**src/rtl/reqgen_pkg.sv**
```systemverilog
package reqgen_pkg;

    typedef enum logic [1:0] {
        EDGE_NONE = 2'd0,
        EDGE_RISE = 2'd1,
        EDGE_FALL = 2'd2,
        EDGE_BOTH = 2'd3
    } edge_mode_e;

    typedef enum logic [1:0] {
        GEN_IDLE  = 2'd0,
        GEN_ARMED = 2'd1,
        GEN_BURST = 2'd2
    } gen_state_e;

endpackage

```
**src/rtl/reqgen_edge.sv**
```systemverilog
module reqgen_edge
    import reqgen_pkg::*;
#(
    parameter int NUM_TRIG = 32,
    parameter int SEL_W    = (NUM_TRIG > 1) ? $clog2(NUM_TRIG) : 1
) (
    input  logic                clk,
    input  logic                rst_n,
    input  logic [NUM_TRIG-1:0] trig_in,
    input  logic [SEL_W-1:0]    sel,
    input  edge_mode_e          mode,
    output logic                edge_hit
);

    logic cur_lvl;
    logic prev_lvl_q;
    logic rise_w;
    logic fall_w;

    // Lines beyond NUM_TRIG read as a constant low level.
    always_comb begin
        cur_lvl = 1'b0;
        for (int i = 0; i < NUM_TRIG; i++) begin
            if (int'(sel) == i) cur_lvl = trig_in[i];
        end
    end

    always_ff @(posedge clk or negedge rst_n) begin
        if (!rst_n) prev_lvl_q <= 1'b0;
        else        prev_lvl_q <= cur_lvl;
    end

    assign rise_w = cur_lvl & ~prev_lvl_q;
    assign fall_w = ~cur_lvl & prev_lvl_q;

    always_comb begin
        unique case (mode)
            EDGE_NONE: edge_hit = 1'b0;
            EDGE_RISE: edge_hit = rise_w;
            EDGE_FALL: edge_hit = fall_w;
            EDGE_BOTH: edge_hit = rise_w | fall_w;
            default:   edge_hit = 1'b0;
        endcase
    end

    // an edge can only be reported when the sampled level moved.
    assert_edge_needs_change_R2: assert property (@(posedge clk) disable iff (!rst_n)
        edge_hit |=> (prev_lvl_q != $past(prev_lvl_q)));

endmodule

```
**src/rtl/reqgen_burst.sv**
```systemverilog
module reqgen_burst
    import reqgen_pkg::*;
#(
    parameter int CNT_W = 5
) (
    input  logic             clk,
    input  logic             rst_n,
    input  logic             enable,
    input  logic [CNT_W-1:0] count_m1,
    input  logic             edge_hit,
    input  logic             ack,
    output logic             req,
    output logic             ovr_evt
);

    gen_state_e       state_q, state_d;
    logic [CNT_W-1:0] left_q, left_d;
    logic [CNT_W-1:0] count_q;

    // The burst length is sampled only while the channel is disabled.
    always_ff @(posedge clk or negedge rst_n) begin
        if (!rst_n)       count_q <= '0;
        else if (!enable) count_q <= count_m1;
    end

    always_comb begin
        state_d = state_q;
        left_d  = left_q;
        unique case (state_q)
            GEN_IDLE: begin
                if (enable && edge_hit) begin
                    state_d = GEN_BURST;
                    left_d  = count_q;
                end else if (enable) begin
                    state_d = GEN_ARMED;
                end
            end
            GEN_ARMED: begin
                if (!enable) begin
                    state_d = GEN_IDLE;
                end else if (edge_hit) begin
                    state_d = GEN_BURST;
                    left_d  = count_q;
                end
            end
            GEN_BURST: begin
                if (!enable) begin
                    state_d = GEN_IDLE;
                    left_d  = '0;
                end else if (ack) begin
                    if (left_q == '0) state_d = GEN_ARMED;
                    else              left_d  = left_q - 1'b1;
                end
            end
            default: begin
                state_d = GEN_IDLE;
                left_d  = '0;
            end
        endcase
    end

    always_ff @(posedge clk or negedge rst_n) begin
        if (!rst_n) begin
            state_q <= GEN_IDLE;
            left_q  <= '0;
        end else begin
            state_q <= state_d;
            left_q  <= left_d;
        end
    end

    always_comb begin
        req     = (state_q == GEN_BURST);
        ovr_evt = (state_q == GEN_BURST) && enable && edge_hit;
    end

    // a request is held until it is acknowledged.
    assert_req_hold_R4: assert property (@(posedge clk) disable iff (!rst_n)
        (req && !ack && enable) |=> req);
    // disable drops the request at the next edge.
    assert_disable_drop_R9: assert property (@(posedge clk) disable iff (!rst_n)
        !enable |=> !req);
    // the captured length does not move while enabled.
    assert_count_hold_R5: assert property (@(posedge clk) disable iff (!rst_n)
        enable |=> $stable(count_q));

endmodule

```
**src/rtl/reqgen_flag.sv**
```systemverilog
module reqgen_flag (
    input  logic clk,
    input  logic rst_n,
    input  logic set,
    input  logic clr,
    output logic flag
);

    always_ff @(posedge clk or negedge rst_n) begin
        if (!rst_n)   flag <= 1'b0;
        else if (set) flag <= 1'b1;
        else if (clr) flag <= 1'b0;
    end

    // an overrun event leaves the flag set.
    assert_ovr_set_R6: assert property (@(posedge clk) disable iff (!rst_n)
        set |=> flag);
    // a clear with no competing set empties the flag.
    assert_ovr_clear_R7: assert property (@(posedge clk) disable iff (!rst_n)
        (clr && !set) |=> !flag);

endmodule

```
**src/rtl/reqgen_channel.sv**
```systemverilog
module reqgen_channel
    import reqgen_pkg::*;
#(
    parameter int NUM_TRIG = 32,
    parameter int CNT_W    = 5,
    localparam int SEL_W   = (NUM_TRIG > 1) ? $clog2(NUM_TRIG) : 1
) (
    input  logic                clk,
    input  logic                rst_n,
    input  logic                cfg_enable,
    input  logic [SEL_W-1:0]    cfg_trig_sel,
    input  logic [1:0]          cfg_edge,
    input  logic [CNT_W-1:0]    cfg_count_m1,
    input  logic                cfg_ovr_irq_en,
    input  logic [NUM_TRIG-1:0] trig_in,
    input  logic                dma_ack,
    input  logic                ovr_clear,
    output logic                dma_req,
    output logic                ovr_flag,
    output logic                ovr_irq
);

    logic edge_hit;
    logic ovr_evt;

    reqgen_edge #(.NUM_TRIG(NUM_TRIG), .SEL_W(SEL_W)) u_edge (
        .clk      (clk),
        .rst_n    (rst_n),
        .trig_in  (trig_in),
        .sel      (cfg_trig_sel),
        .mode     (edge_mode_e'(cfg_edge)),
        .edge_hit (edge_hit)
    );

    reqgen_burst #(.CNT_W(CNT_W)) u_burst (
        .clk      (clk),
        .rst_n    (rst_n),
        .enable   (cfg_enable),
        .count_m1 (cfg_count_m1),
        .edge_hit (edge_hit),
        .ack      (dma_ack),
        .req      (dma_req),
        .ovr_evt  (ovr_evt)
    );

    reqgen_flag u_flag (
        .clk  (clk),
        .rst_n(rst_n),
        .set  (ovr_evt),
        .clr  (ovr_clear),
        .flag (ovr_flag)
    );

    assign ovr_irq = ovr_flag & cfg_ovr_irq_en;

    // the flag only rises while a burst was being served.
    assert_flag_rise_in_burst_R6: assert property (@(posedge clk) disable iff (!rst_n)
        (!ovr_flag && !dma_req) |=> !ovr_flag);

endmodule

```
**config.mk**
```make
export PLATFORM = sky130hd
export DESIGN_NAME = reqgen_channel
export DESIGN_NICKNAME = d
export VERILOG_FILES = /design/src/rtl/reqgen_pkg.sv /design/src/rtl/reqgen_edge.sv /design/src/rtl/reqgen_burst.sv /design/src/rtl/reqgen_flag.sv /design/src/rtl/reqgen_channel.sv
export SDC_FILE = /design/constraint.sdc
export NUM_CORES = 1
export LEC_CHECK = 0
export BUFFER_PORTS_ARGS = -buffer_cell sky130_fd_sc_hd__buf_2
export CORE_MARGIN = 4
export CORE_UTILIZATION = 45
export CTS_CLUSTER_SIZE = 20
export DETAILED_ROUTE_END_ITERATION = 10
export HOLD_SLACK_MARGIN = 0.1
export PLACE_DENSITY = 0.76
export SLEW_MARGIN = 20
export SYNTH_ARGS = -nofsm -noshare
export SYNTH_HDL_FRONTEND = slang
export SYNTH_SLANG_ARGS = --single-unit
export TNS_END_PERCENT = 5
```
**constraint.sdc**
```tcl
create_clock -name clk -period 2.2 [get_ports clk]
set_input_delay 0.22 -clock clk [delete_from_list [all_inputs] [get_ports clk]]
set_output_delay 0.22 -clock clk [all_outputs]
set_load 0.01 [all_outputs]
```
==> impl_metrics.env, run 1 <==
export IMPL_outcome="complete, but fails checks"
export IMPL_violations="setup timing"
export IMPL_synthTopCellsByCount="dfrtp_1, nor2_1"
export IMPL_vias_per_cell=5.77
export IMPL_grt_max_degree=16
export IMPL_totalWireLength_um=3800
export IMPL_vias=1443
export IMPL_htree_num_levels=1
export IMPL_cp_data_required_time_ns=2.42
export IMPL_critPathTopFamily="compound AO/OA/AOI/OAI gates"
export IMPL_drv_slew=0
export IMPL_grt_pass1_vias=1423
export IMPL_crit_chain="buf_8, mux4_2, nand2_2, o311a_1, a211oi_2, or4_4, ha_4, nor2b_1, o21ai_1, o21ai_2, a31oi_4, buf_4, nand2_1, o21ai_1"
export IMPL_worst_slew_margin_rel=0.711
export IMPL_portBuffers=52
export IMPL_path_class="input port to flip-flop"
export IMPL_first_pass_iters=4
export IMPL_cp_start_kind="input port"
export IMPL_start_util=0.481
export IMPL_synthCells=143
export IMPL_setup_viol=8
export IMPL_dp_cells=242
export IMPL_clk_pin_slew_ns=0.09
export IMPL_fp_dieH_um=59.9
export IMPL_syn_area_um2=1210
export IMPL_critPathBufInv=2
export IMPL_ys_flop_type="dfrtp_1"
export IMPL_drive_gt1_frac=0.495
export IMPL_synth_edf_count=0
export IMPL_clock_latency_ns=0.28
export IMPL_drc=0
export IMPL_p_per_area_nw_per_um2=561
export IMPL_drv_cap=0
export IMPL_die_x_um=59.9
export IMPL_post_route_period_util=1.16
export IMPL_nets=275
export IMPL_boundaryPins=53
export IMPL_yosysUniqueCellTypes=45
export IMPL_setup_ws_ns=-0.353
export IMPL_fmax_mhz=392
export IMPL_clock_sinks=14
export IMPL_worstPathMaxFanout=5
export IMPL_dieArea_um2=3590
export IMPL_grt_overflow=0
export IMPL_finalHoldViolations=0
export IMPL_diodes=0
export IMPL_synth_top_area_frac=0.289
export IMPL_yosysMostFrequentCell="dfrtp_1"
export IMPL_clock_skew_ns=0.00657
export IMPL_syn_num_nets=197
export IMPL_stdcell_count=250
export IMPL_track_usage=0.215
export IMPL_drtIter0Drc=74
export IMPL_synth_top_cell_by_area="dfrtp_1"
export IMPL_crit_slowest_cell="or4_4"
export IMPL_yosysSeqAreaShare=0.289
export IMPL_synth_avg_cell_area_um2=8.48
export IMPL_drt_antenna_violating_nets=0
export IMPL_cts_root_buf="clkbuf_4"
export IMPL_area_growth_synth_to_final_pct=53.6
export IMPL_cts_tree="done"
export IMPL_dp_hpwl_um=2760
export IMPL_cp_end_kind="flip-flop"
export IMPL_min_period_ns=2.55
export IMPL_rows=18
export IMPL_timing_hold_ws_ns=0.164
export IMPL_p_leak_uw=0.000881
export IMPL_hp_class="input port to flip-flop"
export IMPL_utilization=0.738
export IMPL_critical_path_arrival_ns=2.77
export IMPL_grt_pass1_wl_um=6000
export IMPL_ys_seq_elements=14
export IMPL_antenna_found_initial=0
export IMPL_wl_per_cell_um=15.2
export IMPL_tightest_slew_ns=0.431
export IMPL_async_flop_share=1.00
export IMPL_coreArea_um2=2520
export IMPL_cts_buffers=3
export IMPL_cpPeakStageDelay_ns=0.55
export IMPL_peakVddDrop_v=0.000531
export IMPL_cp_common_cell="o21ai_1"
export IMPL_ys_warn_count=0
export IMPL_clockBufferDepth=2
export IMPL_ys_top_cells_by_area="dfrtp_1, mux2_2, ha_1, mux2i_1, nor2_1"
export IMPL_grt_setup_unrepaired="true"
export IMPL_gp_congestion=0.821
per-stage QoR:
stage / TNS (ns) / worst slack (ns) / area (µm²) / power [µW]
floorplan: -3.19 / -0.455 / 1230 / 623
global placement: -4.24 / -0.563 / 1670 / 753
detailed placement: -4.85 / -0.674 / 1670 / 781
CTS: -2.32 / -0.316 / 1780 / 994
global route: -3.21 / -0.488 / 1860 / 1120
finish: -2.20 / -0.353 / 1860 / 1040
logic make-up (layout without fill, tap and decap cells):
kind of cell               count (synthesis)  in the layout  share of synthesized area
buffers and inverters                     16             92                     0.0599
and+or+nand+nor                           48             48                      0.213
DFF                                       14             14                      0.289
adders and majority gates                  4              4                     0.0413
muxes                                     13             13                      0.137
AOI/OAI and AO/OA                         48             49                      0.260
where the power goes:
part | switching, µW | internal, µW | total [µW]
Combinational | 236 | 232 | 467
Clock | 86.6 | 101 | 187
Sequential | 67.6 | 321 | 389
layout by cell type, fill, tap and decap left out, types with 4 or more instances in the layout:
cell type and n:
dfrtp_1 14, nor2_1 12, mux2_2 5, a21oi_1 8
a211oi_2 4, mux2i_1 5, buf_2 49, nor2b_1 6
o21ai_1 11, nand2_1 8, o21ai_0 4, buf_4 26
inv_1 7
sequential cells by signal, summed over array words and instances, names as in the netlist:
name / count
u_burst.count_q: 5
u_burst.left_q: 5
u_burst.state_q: 2
u_flag.flag: 1
u_edge.prev_lvl_q: 1
layer usage:
| layer | vias to the layer above | track usage | wire length [µm] |
|---|---|---|---|
| met5 | - | 0 | 0 |
| li1 | 691 | - | - |
| met3 | 6 | 0.0281 | 266 |
| met2 | 67 | 0.369 | 1920 |
| met1 | 679 | 0.274 | 1550 |
| met4 | 0 | 0.0759 | 61 |
worst paths after layout:
kind | start | to | slack [ns] | cells after the start
min in group asynchronous | rst_n | u_burst.count_q[3]$_DFFE_PN0N_ | 0.35 | 2
hold / removal | cfg_count_m1[3] | u_burst.count_q[3]$_DFFE_PN0N_ | 0.16 | 2
setup reg to reg | u_burst.left_q[0]$_DFFE_PN0P_ | u_burst.left_q[1]$_DFFE_PN0P_ | 0.19 | 9
max in group asynchronous | rst_n | u_burst.state_q[0]$_DFFE_PN0P_ | 1.60 | 2
hold reg to reg | u_burst.count_q[1]$_DFFE_PN0N_ | u_burst.count_q[1]$_DFFE_PN0N_ | 0.51 | 1
setup / recovery | cfg_trig_sel[0] | u_burst.left_q[1]$_DFFE_PN0P_ | -0.35 | 14
area by class of cell:
cell class	count	area, µm²
Sequential cell	14	350
Inverter	8	33.8
Fill cell	192	661
Tap cell	30	37.5
Clock buffer	4	36.3
Timing Repair Buffer	80	499
Multi-Input combinational cell	114	905
repair_timing:
action | in CTS | in global routing
gates cloned | 1 | 0
setup buffers | 0 | 2
setup endpoints to repair | 8 | 8
endpoints found under the hold margin | 14 | 0
pin swaps | 8 | 12
resized for setup | 11 | 17
hold buffers | 1 | 0
No activity file was read; power rests on OpenSTA's default activity.
==> run 2, diff against run 1 <==
--- a/config.mk
+++ b/config.mk
@@ -7,13 +7,14 @@
 export LEC_CHECK = 0
 export BUFFER_PORTS_ARGS = -buffer_cell sky130_fd_sc_hd__buf_2
 export CORE_MARGIN = 4
-export CORE_UTILIZATION = 45
+export CORE_UTILIZATION = 40
 export CTS_CLUSTER_SIZE = 20
 export DETAILED_ROUTE_END_ITERATION = 10
 export HOLD_SLACK_MARGIN = 0.1
-export PLACE_DENSITY = 0.76
+export PLACE_DENSITY = 0.68
 export SLEW_MARGIN = 20
 export SYNTH_ARGS = -nofsm -noshare
 export SYNTH_HDL_FRONTEND = slang
+export SYNTH_HIERARCHICAL = 1
 export SYNTH_SLANG_ARGS = --single-unit
 export TNS_END_PERCENT = 5
==> impl_metrics.env, run 2 <==
export IMPL_outcome="complete, but fails checks"
export IMPL_violations="setup timing"
export IMPL_diodes=0
export IMPL_clk_pin_slew_ns=0.08
export IMPL_worstReg2RegStart="u_edge/prev_lvl_q$_DFF_PN0_"
export IMPL_dp_hpwl_um=3130
export IMPL_vias_per_cell=5.50
export IMPL_antenna_found_initial=0
export IMPL_clockBufferDepth=2
export IMPL_drive_gt1_frac=0.434
export IMPL_whs_path_depth=2
export IMPL_p_leak_uw=0.000876
export IMPL_fp_dieH_um=66.4
export IMPL_grt_pass1_wl_um=6240
export IMPL_synth_avg_cell_area_um2=8.47
export IMPL_yosysSeqAreaShare=0.257
export IMPL_synth_edf_count=0
export IMPL_yosysUniqueCellTypes=54
export IMPL_wl_per_cell_um=14.6
export IMPL_track_usage=0.178
export IMPL_mostFrequentLayoutCell="buf_2"
export IMPL_htree_num_levels=1
export IMPL_setup_viol=8
export IMPL_reg_largest_list="u_burst/count_q x5, u_burst/left_q x5, u_burst/state_q x2"
export IMPL_setup_ws_ns=-0.544
export IMPL_gp_congestion=0.878
export IMPL_cts_tree="done"
export IMPL_p_per_area_nw_per_um2=579
export IMPL_start_util=0.433
export IMPL_min_from="cfg_count_m1[2]"
export IMPL_area_growth_synth_to_final_pct=38.8
export IMPL_drt_antenna_violating_nets=0
export IMPL_drc=0
export IMPL_yosysMostFrequentCell="nand2_1"
export IMPL_coreArea_um2=3150
export IMPL_worst_slew_margin_rel=0.685
export IMPL_clock_latency_ns=0.27
export IMPL_cts_buffers=3
export IMPL_drv_cap=0
export IMPL_cp_start_kind="input port"
export IMPL_rrSetupSlack_ns=0.44
export IMPL_first_pass_iters=4
export IMPL_cp_data_required_time_ns=2.42
export IMPL_grt_overflow=0
export IMPL_ys_flop_type="dfrtp_1"
export IMPL_synthTopCellsByCount="nand2_1, dfrtp_1, nor2_1, inv_1, mux2i_1"
export IMPL_rows=20
export IMPL_dieArea_um2=4410
export IMPL_min_period_ns=2.74
export IMPL_post_route_period_util=1.25
export IMPL_ys_top_cells_by_area="dfrtp_1, mux2i_1, mux2_2, nand2_1, nor2_1"
export IMPL_grt_pass1_vias=1507
export IMPL_clock_sinks=14
export IMPL_synth_top_area_frac=0.257
export IMPL_fin_tns_setup_ns=-3.46
export IMPL_cts_root_buf="clkbuf_4"
export IMPL_boundaryPins=53
export IMPL_grt_setup_unrepaired="true"
export IMPL_tightest_slew_ns=0.466
export IMPL_fmax_mhz=364
export IMPL_total_power_uw=1100
export IMPL_path_class="input port to flip-flop"
export IMPL_timing_rr_end="u_burst/left_q[3]$_DFFE_PN0P_"
export IMPL_die_x_um=66.4
export IMPL_totalWireLength_um=3960
export IMPL_syn_num_nets=214
export IMPL_critical_path_arrival_ns=2.96
export IMPL_vias=1495
export IMPL_peakVddDrop_v=0.000184
export IMPL_drtIter0Drc=74
export IMPL_clock_skew_ns=0.00141
export IMPL_hp_class="input port to flip-flop"
export IMPL_portBuffers=52
export IMPL_ys_seq_elements=14
export IMPL_final_cell_mix="buf_2, buf_4, nand2_1"
export IMPL_rr_worst_depth=8
export IMPL_async_flop_share=1.00
export IMPL_drv_slew=0
export IMPL_synthCells=161
export IMPL_holdPathEnd="u_burst/count_q[2]$_DFFE_PN0N_"
export IMPL_worstPathMaxFanout=6
export IMPL_cp_end_kind="flip-flop"
export IMPL_nets=282
export IMPL_grt_max_degree=15
export IMPL_syn_area_um2=1360
export IMPL_finalHoldViolations=0
export IMPL_ys_warn_count=6
export IMPL_synth_top_cell_by_area="dfrtp_1"
run 2: cell type report:
class | count | area [µm²]
clock buffer | 4 | 36.3
multi-input combinational | 125 | 976
timing repair buffer | 73 | 430
inverter | 12 | 45.0
tap | 44 | 55.1
sequential | 14 | 350
fill | 287 | 1260
run 2: power breakdown:
group / total, µW / internal [µW] / switching (µW)
logic: 523 / 262 / 260
registers: 390 / 321 / 69.4
clock network: 182 / 101 / 81.8
run 2: logic make-up (layout without fill, tap and decap cells):
group,Yosys count,in the layout,synth area share
and+or+nand+nor,58,58,0.239
AOI/OAI and AO/OA,47,47,0.261
buffers and inverters,22,89,0.0679
muxes,16,16,0.141
DFF,14,14,0.257
adders and majority gates,3,3,0.0275
xor gates and xnor gates,1,1,0.00642
run 2: worst max-delay path: stages:
cell,delay [ns]
buf_8,0.08
mux4_2,0.48
or4_4,0.45
o211ai_4,0.10
a21oi_2,0.06
o31a_1,0.34
ha_4,0.23
mux2i_1,0.14
nand2_1,0.08
a21oi_2,0.21
a21oi_4,0.12
o31ai_2,0.26
o311a_1,0.19
run 2: layer usage:
metal,GRT usage,part of all wire
met1,0.194,0.41
met4,0.0660,0.014
met3,0.0289,0.045
met2,0.336,0.53
met5,0,0
run 2: what timing repair did:
item                                   in CTS  in global routing
buffers inserted                            1                  0
hold buffers                                1                  0
gates resized for setup                     1                 13
pin swaps                                   2                  6
endpoints found under the hold margin      14                  0
gates cloned                                0                  0
setup endpoints to repair                   8                  8
run 2: stage by stage:
| stage | cells | cell area (µm²) | worst slack (ns) | hold slack (ns) | util |
|---|---|---|---|---|---|
| 6_report | 272 | 1890 | -0.544 | 0.175 | 0.600 |
| 5_1_grt | 272 | 1890 | -0.671 | 0.164 | 0.600 |
| 4_1_cts | 272 | 1830 | -0.588 | 0.162 | 0.581 |
| 3_5_place_dp | 266 | 1770 | -0.939 | 0.137 | 0.563 |
| 3_3_place_gp | 266 | 1770 | -0.832 | 0.124 | 0.563 |
| 2_1_floorplan | 161 | 1360 | -0.708 | -0.0756 | - |
run 2: how the worst max path moves through the flow:
stage | startpoint | depth (start not counted) | to
5_1_grt | cfg_trig_sel[0] | 15 | u_burst/left_q[3]$_DFFE_PN0P_
3_5_place_dp | cfg_trig_sel[0] | 13 | u_burst/left_q[3]$_DFFE_PN0P_
6_report | cfg_trig_sel[0] | 13 | u_burst/left_q[3]$_DFFE_PN0P_
4_1_cts | cfg_trig_sel[0] | 13 | u_burst/left_q[3]$_DFFE_PN0P_
3_3_place_gp | cfg_trig_sel[0] | 12 | u_burst/left_q[3]$_DFFE_PN0P_
2_1_floorplan | cfg_trig_sel[0] | 12 | u_burst/left_q[3]$_DFFE_PN0P_
